<file path="config.mk">
export PLATFORM = sky130hd
export DESIGN_NAME = ata_tf_host
export DESIGN_NICKNAME = d
export VERILOG_FILES = /design/src/rtl/ata_tf_pkg.sv /design/src/rtl/ata_tf_sel.sv /design/src/rtl/ata_tf_dev.sv /design/src/rtl/ata_tf_host.sv
export SDC_FILE = /design/constraint.sdc
export NUM_CORES = 1
export LEC_CHECK = 0
export ABC_CLOCK_PERIOD_IN_PS = 4900
export BUFFER_PORTS_ARGS = -buffer_cell sky130_fd_sc_hd__buf_2
export CAP_MARGIN = 40
export CORE_ASPECT_RATIO = 1.5
export CORE_MARGIN = 1.5
export CORE_UTILIZATION = 60
export DETAILED_ROUTE_END_ITERATION = 16
export PLACE_DENSITY = 0.9
export SYNTH_ARGS = -nofsm -noshare
export SYNTH_HDL_FRONTEND = slang
export SYNTH_SLANG_ARGS = --single-unit
</file>
<file path="constraint.sdc">
create_clock -name clk_i -period 4.9 [get_ports clk_i]
set_input_delay 0.245 -clock clk_i [delete_from_list [all_inputs] [get_ports clk_i]]
set_output_delay 0.245 -clock clk_i [all_outputs]
set_load 0.01 [all_outputs]
</file>
<file path="src/rtl/ata_tf_pkg.sv">
package ata_tf_pkg;
  localparam logic [3:0] RA_DATA    = 4'h0;
  localparam logic [3:0] RA_ERRFEAT = 4'h1;
  localparam logic [3:0] RA_SCNT    = 4'h2;
  localparam logic [3:0] RA_SNUM    = 4'h3;
  localparam logic [3:0] RA_CYLL    = 4'h4;
  localparam logic [3:0] RA_CYLH    = 4'h5;
  localparam logic [3:0] RA_DEVHD   = 4'h6;
  localparam logic [3:0] RA_STATCMD = 4'h7;
  localparam logic [3:0] RA_ALTCTL  = 4'hE;

  localparam int ST_BSY = 7;
  localparam int ST_DRQ = 3;
  localparam int DH_SEL = 4;

  localparam logic [7:0] OP_DIAG = 8'h90;
  localparam logic [7:0] OP_DRST = 8'h08;
  localparam logic [2:0] DH_FIXED = 3'b101;
endpackage

</file>
<file path="src/rtl/ata_tf_sel.sv">
module ata_tf_sel (
  input  logic [1:0] present_i,
  input  logic       dh1_sel_i,
  output logic       any_o,
  output logic       ans_o
);
  always_comb begin
    any_o = |present_i;
    // lone device 1 answers; with both, device 1 answers only when selected
    ans_o = present_i[1] & (~present_i[0] | dh1_sel_i);
  end
endmodule

</file>
<file path="src/rtl/ata_tf_dev.sv">
module ata_tf_dev
  import ata_tf_pkg::*;
#(
  parameter int DEV_ID = 0,
  parameter int CNT_W  = 9,
  parameter int PTR_W  = 8
) (
  input  logic             clk_i,
  input  logic             rst_ni,
  input  logic             present_i,
  input  logic             wr_i,
  input  logic             rd_data_i,
  input  logic [3:0]       addr_i,
  input  logic [7:0]       wdata_i,
  input  logic             stat_wr_i,
  input  logic [7:0]       stat_i,
  input  logic [7:0]       err_i,
  input  logic             buf_load_i,
  input  logic [CNT_W-1:0] buf_cnt_i,
  output logic [7:0]       dh_o,
  output logic [7:0]       feat_o,
  output logic [15:0]      rword_o,
  output logic             drq_o,
  output logic [PTR_W-1:0] ptr_o,
  output logic             cmd_exec_o,
  output logic             warn_o,
  output logic             ctrl_wr_o
);
  localparam logic ID_BIT = (DEV_ID != 0);

  logic [7:0]       scnt_q, snum_q, cyll_q, cylh_q, err_q, feat_q;
  logic [4:0]       dh_q;
  logic [6:0]       stat_q;   // status without DRQ
  logic             drq_q;
  logic [PTR_W-1:0] ptr_q;
  logic [CNT_W-1:0] wcnt_q;
  logic [7:0]       status;
  logic             host_wr;

  assign host_wr = wr_i & present_i;
  assign status  = {stat_q[6:3], drq_q, stat_q[2:0]};
  assign dh_o    = {DH_FIXED, dh_q};
  assign feat_o  = feat_q;
  assign drq_o   = drq_q;
  assign ptr_o   = ptr_q;

  always_ff @(posedge clk_i or negedge rst_ni) begin
    if (!rst_ni) begin
      scnt_q     <= '0;
      snum_q     <= '0;
      cyll_q     <= '0;
      cylh_q     <= '0;
      err_q      <= '0;
      feat_q     <= '0;
      dh_q       <= '0;
      stat_q     <= '0;
      drq_q      <= 1'b0;
      ptr_q      <= '0;
      wcnt_q     <= '0;
      cmd_exec_o <= 1'b0;
      warn_o     <= 1'b0;
      ctrl_wr_o  <= 1'b0;
    end else begin
      cmd_exec_o <= 1'b0;
      warn_o     <= 1'b0;
      ctrl_wr_o  <= 1'b0;
      if (host_wr) begin
        unique case (addr_i)
          RA_ERRFEAT: feat_q <= wdata_i;
          RA_SCNT:    scnt_q <= wdata_i;
          RA_SNUM:    snum_q <= wdata_i;
          RA_CYLL:    cyll_q <= wdata_i;
          RA_CYLH:    cylh_q <= wdata_i;
          RA_DEVHD:   dh_q   <= wdata_i[4:0];
          RA_STATCMD: begin
            warn_o     <= (status[ST_BSY] | drq_q) && (wdata_i != OP_DRST);
            cmd_exec_o <= (dh_q[DH_SEL] == ID_BIT) || (wdata_i == OP_DIAG);
          end
          RA_ALTCTL:  ctrl_wr_o <= 1'b1;
          default: ;
        endcase
      end
      if (buf_load_i) begin
        wcnt_q <= buf_cnt_i;
        ptr_q  <= '0;
        drq_q  <= (buf_cnt_i != '0);
      end else if (rd_data_i && drq_q) begin
        ptr_q  <= ptr_q + 1'b1;
        wcnt_q <= wcnt_q - 1'b1;
        if (wcnt_q == CNT_W'(1)) drq_q <= 1'b0;
      end
      if (stat_wr_i) begin
        stat_q <= {stat_i[7:4], stat_i[2:0]};
        err_q  <= err_i;
        if (!stat_i[ST_DRQ]) drq_q <= 1'b0;
      end
    end
  end

  always_comb begin
    unique case (addr_i)
      RA_ERRFEAT: rword_o = {8'h00, err_q};
      RA_SCNT:    rword_o = {8'h00, scnt_q};
      RA_SNUM:    rword_o = {8'h00, snum_q};
      RA_CYLL:    rword_o = {8'h00, cyll_q};
      RA_CYLH:    rword_o = {8'h00, cylh_q};
      RA_DEVHD:   rword_o = {8'h00, dh_o};
      RA_STATCMD,
      RA_ALTCTL:  rword_o = (dh_q[DH_SEL] == ID_BIT) ? {8'h00, status} : 16'h0000;
      default:    rword_o = 16'h0000;
    endcase
  end

  p_drq_has_words_r6: assert property (@(posedge clk_i) disable iff (!rst_ni)
    drq_q |-> (wcnt_q != '0));

  p_ptr_step_r6: assert property (@(posedge clk_i) disable iff (!rst_ni)
    (rd_data_i && drq_q && !buf_load_i) |=> (ptr_q == $past(ptr_q) + 1'b1));

  p_exec_gate_r7: assert property (@(posedge clk_i) disable iff (!rst_ni)
    (host_wr && addr_i == RA_STATCMD && wdata_i != OP_DIAG && dh_q[DH_SEL] != ID_BIT)
      |=> !cmd_exec_o);

  p_reset_no_warn_r8: assert property (@(posedge clk_i) disable iff (!rst_ni)
    (host_wr && addr_i == RA_STATCMD && wdata_i == OP_DRST) |=> !warn_o);

  p_absent_quiet_r1: assert property (@(posedge clk_i) disable iff (!rst_ni)
    !present_i |=> (!cmd_exec_o && !ctrl_wr_o && !warn_o));
endmodule

</file>
<file path="src/rtl/ata_tf_host.sv">
module ata_tf_host
  import ata_tf_pkg::*;
#(
  parameter int CNT_W = 9,
  parameter int PTR_W = 8
) (
  input  logic             clk_i,
  input  logic             rst_ni,
  input  logic [1:0]       dev_present_i,
  input  logic [3:0]       addr_i,
  input  logic             wr_i,
  input  logic             rd_i,
  input  logic [15:0]      wdata_i,
  output logic [15:0]      rdata_o,
  output logic             rvalid_o,
  output logic             no_dev_o,
  input  logic [1:0]       stat_wr_i,
  input  logic [7:0]       stat_i,
  input  logic [7:0]       err_i,
  input  logic [1:0]       buf_load_i,
  input  logic [CNT_W-1:0] buf_cnt_i,
  output logic [PTR_W-1:0] buf_ptr_o,
  input  logic [15:0]      buf_rdata_i,
  output logic             dwr_o,
  output logic [15:0]      dwdata_o,
  output logic [1:0]       cmd_exec_o,
  output logic [7:0]       cmd_o,
  output logic [15:0]      feat_o,
  output logic [1:0]       proto_warn_o,
  output logic [1:0]       ctrl_wr_o,
  output logic [7:0]       ctrl_o
);
  localparam int NDEV = 2;

  logic [7:0]       dh_w    [NDEV];
  logic [15:0]      rword_w [NDEV];
  logic [PTR_W-1:0] ptr_w   [NDEV];
  logic [NDEV-1:0]  drq_w;
  logic [NDEV-1:0]  rd_data_w;
  logic             any_dev, ans;
  logic             data_rd;

  ata_tf_sel u_sel (
    .present_i (dev_present_i),
    .dh1_sel_i (dh_w[1][DH_SEL]),
    .any_o     (any_dev),
    .ans_o     (ans)
  );

  assign data_rd = rd_i && any_dev && (addr_i == RA_DATA);

  for (genvar g = 0; g < NDEV; g++) begin : g_dev
    assign rd_data_w[g] = data_rd && (ans == 1'(g));

    ata_tf_dev #(
      .DEV_ID (g),
      .CNT_W  (CNT_W),
      .PTR_W  (PTR_W)
    ) u_dev (
      .clk_i      (clk_i),
      .rst_ni     (rst_ni),
      .present_i  (dev_present_i[g]),
      .wr_i       (wr_i),
      .rd_data_i  (rd_data_w[g]),
      .addr_i     (addr_i),
      .wdata_i    (wdata_i[7:0]),
      .stat_wr_i  (stat_wr_i[g]),
      .stat_i     (stat_i),
      .err_i      (err_i),
      .buf_load_i (buf_load_i[g]),
      .buf_cnt_i  (buf_cnt_i),
      .dh_o       (dh_w[g]),
      .feat_o     (feat_o[8*g +: 8]),
      .rword_o    (rword_w[g]),
      .drq_o      (drq_w[g]),
      .ptr_o      (ptr_w[g]),
      .cmd_exec_o (cmd_exec_o[g]),
      .warn_o     (proto_warn_o[g]),
      .ctrl_wr_o  (ctrl_wr_o[g])
    );
  end

  assign buf_ptr_o = ptr_w[ans];

  always_ff @(posedge clk_i or negedge rst_ni) begin
    if (!rst_ni) begin
      rdata_o  <= '0;
      rvalid_o <= 1'b0;
      no_dev_o <= 1'b0;
      dwr_o    <= 1'b0;
      dwdata_o <= '0;
      cmd_o    <= '0;
      ctrl_o   <= '0;
    end else begin
      rvalid_o <= rd_i;
      no_dev_o <= (rd_i | wr_i) & ~any_dev;
      dwr_o    <= 1'b0;
      if (rd_i) begin
        if (!any_dev)
          rdata_o <= '0;
        else if (addr_i == RA_DATA)
          rdata_o <= drq_w[ans] ? buf_rdata_i : 16'h0000;
        else
          rdata_o <= rword_w[ans];
      end
      if (wr_i && any_dev) begin
        unique case (addr_i)
          RA_STATCMD: cmd_o  <= wdata_i[7:0];
          RA_ALTCTL:  ctrl_o <= wdata_i[7:0];
          RA_DATA: begin
            dwr_o    <= 1'b1;
            dwdata_o <= wdata_i;
          end
          default: ;
        endcase
      end
    end
  end

  p_no_dev_flag_r2: assert property (@(posedge clk_i) disable iff (!rst_ni)
    ((rd_i || wr_i) && dev_present_i == 2'b00) |=> no_dev_o);

  p_no_dev_zero_r2: assert property (@(posedge clk_i) disable iff (!rst_ni)
    (rd_i && dev_present_i == 2'b00) |=> (rdata_o == 16'h0000));

  p_rvalid_r11: assert property (@(posedge clk_i) disable iff (!rst_ni)
    rd_i |=> rvalid_o);

  p_status_mask_r4: assert property (@(posedge clk_i) disable iff (!rst_ni)
    (rd_i && any_dev && (addr_i == RA_STATCMD || addr_i == RA_ALTCTL)
      && dh_w[ans][DH_SEL] != ans) |=> (rdata_o == 16'h0000));

  p_lone_answer_r3: assert property (@(posedge clk_i) disable iff (!rst_ni)
    (dev_present_i == 2'b10) |-> ans);

  p_single_exec_r7: assert property (@(posedge clk_i) disable iff (!rst_ni)
    (cmd_exec_o == 2'b11) |-> (cmd_o == OP_DIAG));
endmodule

</file>
# Yosys cells after proc, flatten, opt, wreduce, memory -nomap -nowiden
# Index checks and enable logic that the tools add are counted.
# Widths: inputs -> output; s select.
totals:
  register_bits: 213
  inputBits: 71
  out_inout_bits: 81
  word_cells: 144
op_classes:
  addsub: 4
  magnitude_cmp: 2
  eq_ne: 12
  muxes: 46
  n_bitwise: 13
  n_reduce_logical: 32
op_table:
  columns: ["operator", "n"]
  rows:
  - ["$pmux 16 s7", 2]
  - ["$mux 16", 6]
  - ["$mux 8", 9]
  - ["$mux 9", 4]
  - ["$reduce_and 2->1", 15]
  - ["$mux 1", 25]
  - ["$eq 9x1->1 const B", 2]
  - ["$sub 9x1->9 const B", 2]
  - ["$add 8x1->8 const B", 2]
  - ["$eq 4x3->1 const B", 4]
  - ["$logic_and 1x1->1", 9]
  - ["$reduce_bool 9->1", 1]
  - ["$eq 4x2->1 const B", 2]
  - ["$eq 8x8->1 const B", 1]
  - ["$ne 8x4->1 const B", 1]
  - ["$and 1x1->1", 4]
  - ["$eq 4x1->1 const B", 1]
  - ["$eq 4x4->1 const B", 1]
  - ["$logic_not 4->1", 1]
  - ["$not 1->1", 4]
  - ["$or 1x1->1", 4]
  - ["$reduce_bool 2->1", 2]
  - ["$reduce_or 2->1", 2]
  - ["$ge 2x2->1 const B", 1]
  - ["3 further kinds", 4]

# Logic depth before layout (Yosys ltp)
logic_depth:
  word_depth: 10
  depth_mapped: 9

# Hierarchy
# Synthesis repeated with hierarchy kept, for this count alone.
unflattened:
  hier_cells: 852
  hier_area_um2: 10386.2
by_module_without_submodules:
  columns: ["module", "n_inst", "cells_each", "area_each_um2"]
  rows:
  - ["ata_tf_dev (g_dev[0].u_dev)", 1, 329, 3983.8]
  - ["ata_tf_dev (g_dev[1].u_dev)", 1, 323, 3938.8]
  - ["ata_tf_host", 1, 197, 2446.1]
  - ["ata_tf_sel", 1, 3, 17.5]

# Least setup slack after synthesis
# No wires, ideal clock.
synth_timing:
  path_kind: "in2reg"
  from: "in addr_i[2]"
  to: "reg g_dev[0].u_dev.wcnt_q[8]"
  arrival_ns: 2.177
  required_ns: 4.818
  path_slack_ns: 2.641
  stages: 7
  n_path_buf: 2
  path_cell_list: "buf_2 or4_4 buf_6 a2111oi_4 nand4_2 or4_1 a31oi_1"
synth_between:
  elab_chain_len: 5
synth_lines:
  columns: ["item", "line_no", "rtl"]
  rows:
  - ["start, declared", "ata_tf_host.sv:10", "input logic [3:0] addr_i,"]
  - ["$logic_not 4->1", "ata_tf_host.sv:50", "assign data_rd = rd_i && any_dev && (addr_i == RA_DATA);"]
  - ["$logic_and 1x1->1", "ata_tf_host.sv:50", null]
  - ["$logic_and 1x1->1", "ata_tf_host.sv:53", "assign rd_data_w[g] = data_rd && (ans == 1'(g));"]
  - ["$logic_and 1x1->1", "ata_tf_dev.sv:87", "end else if (rd_data_i && drq_q) begin"]
  - ["$reduce_bool 2->1 (no line)", null, null]
  - ["end signal, assigned", "ata_tf_dev.sv:84", "wcnt_q <= buf_cnt_i;"]
  - ["end signal, assigned", "ata_tf_dev.sv:89", "wcnt_q <= wcnt_q - 1'b1;"]
  - ["end, declared", "ata_tf_dev.sv:36", "logic [CNT_W-1:0] wcnt_q;"]
# Every way passes these cells.
# A chain may end at the register's enable or synchronous reset.

# Worst setup path after layout
layout_timing:
  from: "reg g_dev[1].u_dev.dh_q[4]"
  to: "out buf_ptr_o[6]"
layout_between:
  elab_chain_len: 6
layout_lines:
  columns: ["item", "line_no", "rtl"]
  rows:
  - ["start, declared", "ata_tf_dev.sv:32", "logic [4:0] dh_q;"]
  - ["start signal, assigned", "ata_tf_dev.sv:74", "RA_DEVHD: dh_q <= wdata_i[4:0];"]
  - ["$or 1x1->1", "ata_tf_sel.sv:10", "ans_o = present_i[1] & (~present_i[0] | dh1_sel_i);"]
  - ["$and 1x1->1", "ata_tf_sel.sv:10", null]
  - ["$not 1->2 (not written as such)", "ata_tf_host.sv:83", "assign buf_ptr_o = ptr_w[ans];"]
  - ["$mux 8 (not written as such) (3 in a row)", "ata_tf_host.sv:83", null]
  - ["end, declared", "ata_tf_host.sv:22", "output logic [PTR_W-1:0] buf_ptr_o,"]
# Every way passes these cells. The select of a mux whose other input is x is not followed.

==> results.md <==
* Vias in the first global route at 7851
* Total wire length at 26.8 mm
* Detail Placement HPWL at 18.3 mm
* Synth Flop Type: dfrtp_1
* Area share of the leading cell type in the synthesized netlist at 53.8%
* Final setup viols at 0
* Drc violations at 0
* Total number of vias at between 7k and 8k
* Comb pwr share at between 10% and 20%
* Most numerous cell in the Yosys netlist: dfrtp_1
* Fin. max-slew vios at 0
* CTS Buffer Depth at 3
* Synth top area cells: dfrtp_1, mux2_2, nand2_1
* Failing checks: negative hold slack
* Largest net degree at the start of global routing at 104
* Setup ws final at 2.06 ns
* Full die area at around 17000 µm²
* Async set-reset flop share out of synthesis at 100%
* CP max FO at 17
* Syn_area_per_cell at roughly 12 µm²
* Reg clk slew, reported paths at 0.06 ns
* Sequential share of the synthesized area at between 50% and 60%
* Switching share of total power at 26.1%
* Hold Path End: g_dev[1].u_dev.wcnt_q[4]$_DFFE_PN0P_
* Unique cell type count in the Yosys netlist at 61
* Worst-Margin Slew at 0.861 ns
* Final GP Congestion at between 1 and 1.5
* Post-synth EDFFs at 0
* # IOs at approximately 150
* Tcrit/Tclk final at 58.0%
* Clock share of power at 36.1%
* Layout cells sized above 1 at between 30% and 40%
* Worst EP arrival at 2.60 ns
* Worst VDD drop at 0.319 mV
* # rows at 57
* Req. time, crit path at 4.66 ns
* Kind of critical path: flip-flop to primary output
* Initial antenna violation count at 0
* Synth warn at 0
* Max cap viols at 0
* PD cells at around 400 nW/µm²
* Total track usage at between 30% and 40%
* Worst setup EP type: primary output
* CTS tree: built
* Post-synthesis register bit count at 213
* Horiz. Die Dim at about 110 µm
* Cell internal pwr at 3390 µW
* CP startpoint kind: flip-flop
* ANT cells at 0
* FF-to-FF Start: g_dev[1].u_dev.dh_q[4]$_DFFE_PN0P_
* CTS buffer count at 21
* Status: finished, violations left
* Maximum clock rate at 352 MHz
* Clk sink count at 213
* Reg2Reg Depth at 5
* Sw power at about 1200 µW
* Syn_nets at 927
* Hold Crit Start: buf_cnt_i[4]
* CORE AREA at 16200 µm²
* First-pass GRT wire length at between 40 and 50 mm
* TNS Setup at 0 ns
* Final Power at 4590 µW
* Fillers at 1120
* Post-CTS Hold Buffers at 23
* Lkg Pwr at 0.00541 µW
* Area Growth Syn to Fin at 18.0%
* Root Buffer: clkbuf_16
* Postcts setup bufs at 0
* RSZ-0062 raised after global routing: no
* Max-slew headroom at a little over two fifths
* Skew final at 0.00897 ns
* Global route overflow at 0
* Register area at 5330 µm²
* I/O Buffers at 151
* Post-route ant nets at 0
* Flop-to-flop setup slack at 2.16 ns
* Post_cts resized at 0
* Cell taking the most area after synthesis: dfrtp_1
* Drt via density at 6.23
* Iter 0 DRT Violations at 808
* Hold depth at 3
* Multi-input gate area at approximately 4200 µm²
* Pre-CTS WS at 2.26 ns
* Wire per inst at 22.1 µm
* Seq pwr share at 47.5%
* Worst flop-to-flop path endpoint: rdata_o[6]$_DFFE_PN0P_
* Clock latency on the worst-skew pair at 0.50 ns
* Synth top cells by count: dfrtp_1, mux2_2, nand2_1, nor2_1, clkbuf_1
* Nets at 1074
* Mapped Area at 9900 µm²
* Worst min path class: input port to flip-flop
* Hold Violations, Final at 2
* Htree depth at 1
* Final hold slack at -0.00392 ns
* Final min period at 2.84 ns
* Gate Count Post-Synth at 850
* Initial core utilization at 61.2%
* Die H at 160 µm
* Drt pass-1 iters at 7
[worst max-delay path by stage]
stage                                       start                                   end  depth (start not counted)
6_report       g_dev[1].u_dev.dh_q[4]$_DFFE_PN0P_                          buf_ptr_o[6]                          5
3_3_place_gp                            addr_i[1]                rdata_o[7]$_DFFE_PN0P_                          6
3_5_place_dp                            addr_i[2]                  cmd_o[2]$_DFFE_PN0P_                          5
2_1_floorplan                           addr_i[2]  g_dev[0].u_dev.wcnt_q[8]$_DFFE_PN0P_                          7
4_1_cts        g_dev[1].u_dev.dh_q[4]$_DFFE_PN0P_                          buf_ptr_o[6]                          5
5_1_grt        g_dev[1].u_dev.dh_q[4]$_DFFE_PN0P_                          buf_ptr_o[6]                          5
[per-stage QoR]
step | area [µm²] | cells | util, %
finish | 11700 | 1213 | 72.2
detailed placement | 10800 | 1157 | 66.4
floorplan | 9900 | 850 | -
global route | 11700 | 1213 | 72.2
global placement | 10700 | 1154 | 66.2
CTS | 11700 | 1213 | 72.2
[layout make-up]
| class | instances | area share [%] |
|---|---|---|
| Timing Repair Buffer | 181 | 9.22 |
| Sequential cell | 213 | 45.6 |
| Multi-Input combinational cell | 561 | 36.3 |
| Inverter | 19 | 0.610 |
| Clock inverter | 5 | 0.857 |
| Tap cell | 206 | 2.21 |
| Clock buffer | 28 | 5.15 |
[routing by layer]
layer	global-route usage, %	vias up	part of all wire [%]
met5	0	-	0
met4	19.7	0	6.8
met3	5.93	121	7.8
met2	53.1	412	50
met1	37.6	3699	35
li1	-	3325	-
[cells in the final DEF, fill, tap and decap left out, drive strengths merged, types with 6 or more instances in the layout]
master / synthesis / routed
mux2: 160 / 160
nand2: 83 / 83
o21ai: 33 / 33
dlygate4sd3: 0 / 23
nor2b: 14 / 14
clkbuf: 42 / 29
dfrtp: 213 / 213
inv: 19 / 19
and3: 6 / 6
nor2: 52 / 52
nand3b: 7 / 7
a21oi: 14 / 14
a31oi: 10 / 10
nand4: 14 / 14
xor2: 23 / 23
nor4: 8 / 8
a22o: 7 / 7
ha: 6 / 6
mux2i: 6 / 6
nand3: 14 / 14
xnor2: 6 / 6
buf: 15 / 157
nor3: 9 / 9
a22oi: 20 / 20
[flip-flops by register name (all words and copies together) (netlist names), 8 cells and up]
name	count
g_dev.u_dev.wcnt_q	18
dwdata_o	16
g_dev.u_dev.cylh_q	16
g_dev.u_dev.cyll_q	16
g_dev.u_dev.err_q	16
g_dev.u_dev.feat_o	16
g_dev.u_dev.ptr_o	16
g_dev.u_dev.scnt_q	16
g_dev.u_dev.snum_q	16
rdata_o	16
g_dev.u_dev.stat_q	14
g_dev.u_dev.dh_q	10
cmd_o	8
ctrl_o	8
[worst max-delay path, cell delays in order, from the launching register on]
cell      delay (ns)
dfrtp_1         0.53
nand2b_1        0.43
and2_1          0.77
nand2_1         0.15
nand2_1         0.10
buf_2           0.13
[cells by family (layout without fill, tap and decap cells)]
family	count (synthesis)	after routing	share of synthesized area, %
xor+xnor	29	29	2.56
fa+ha+maj	6	6	0.758
flops	213	213	53.8
simple gates	231	231	11.4
mux	166	166	18.8
compound gates	129	129	9.35
buf+inv	76	233	3.30
[power by group through the flow]
| stage | sequential [µW] | clock, µW | combinational [µW] |
|---|---|---|---|
| 3_5_place_dp | 2200 | 0 | 726 |
| 5_1_grt | 2200 | 1760 | 808 |
| 6_report | 2180 | 1660 | 751 |
| 3_3_place_gp | 2190 | 0 | 700 |
| 2_1_floorplan | 2200 | 0 | 399 |
| 4_1_cts | 2170 | 1680 | 747 |
No activity file was read; power rests on OpenSTA's default activity.
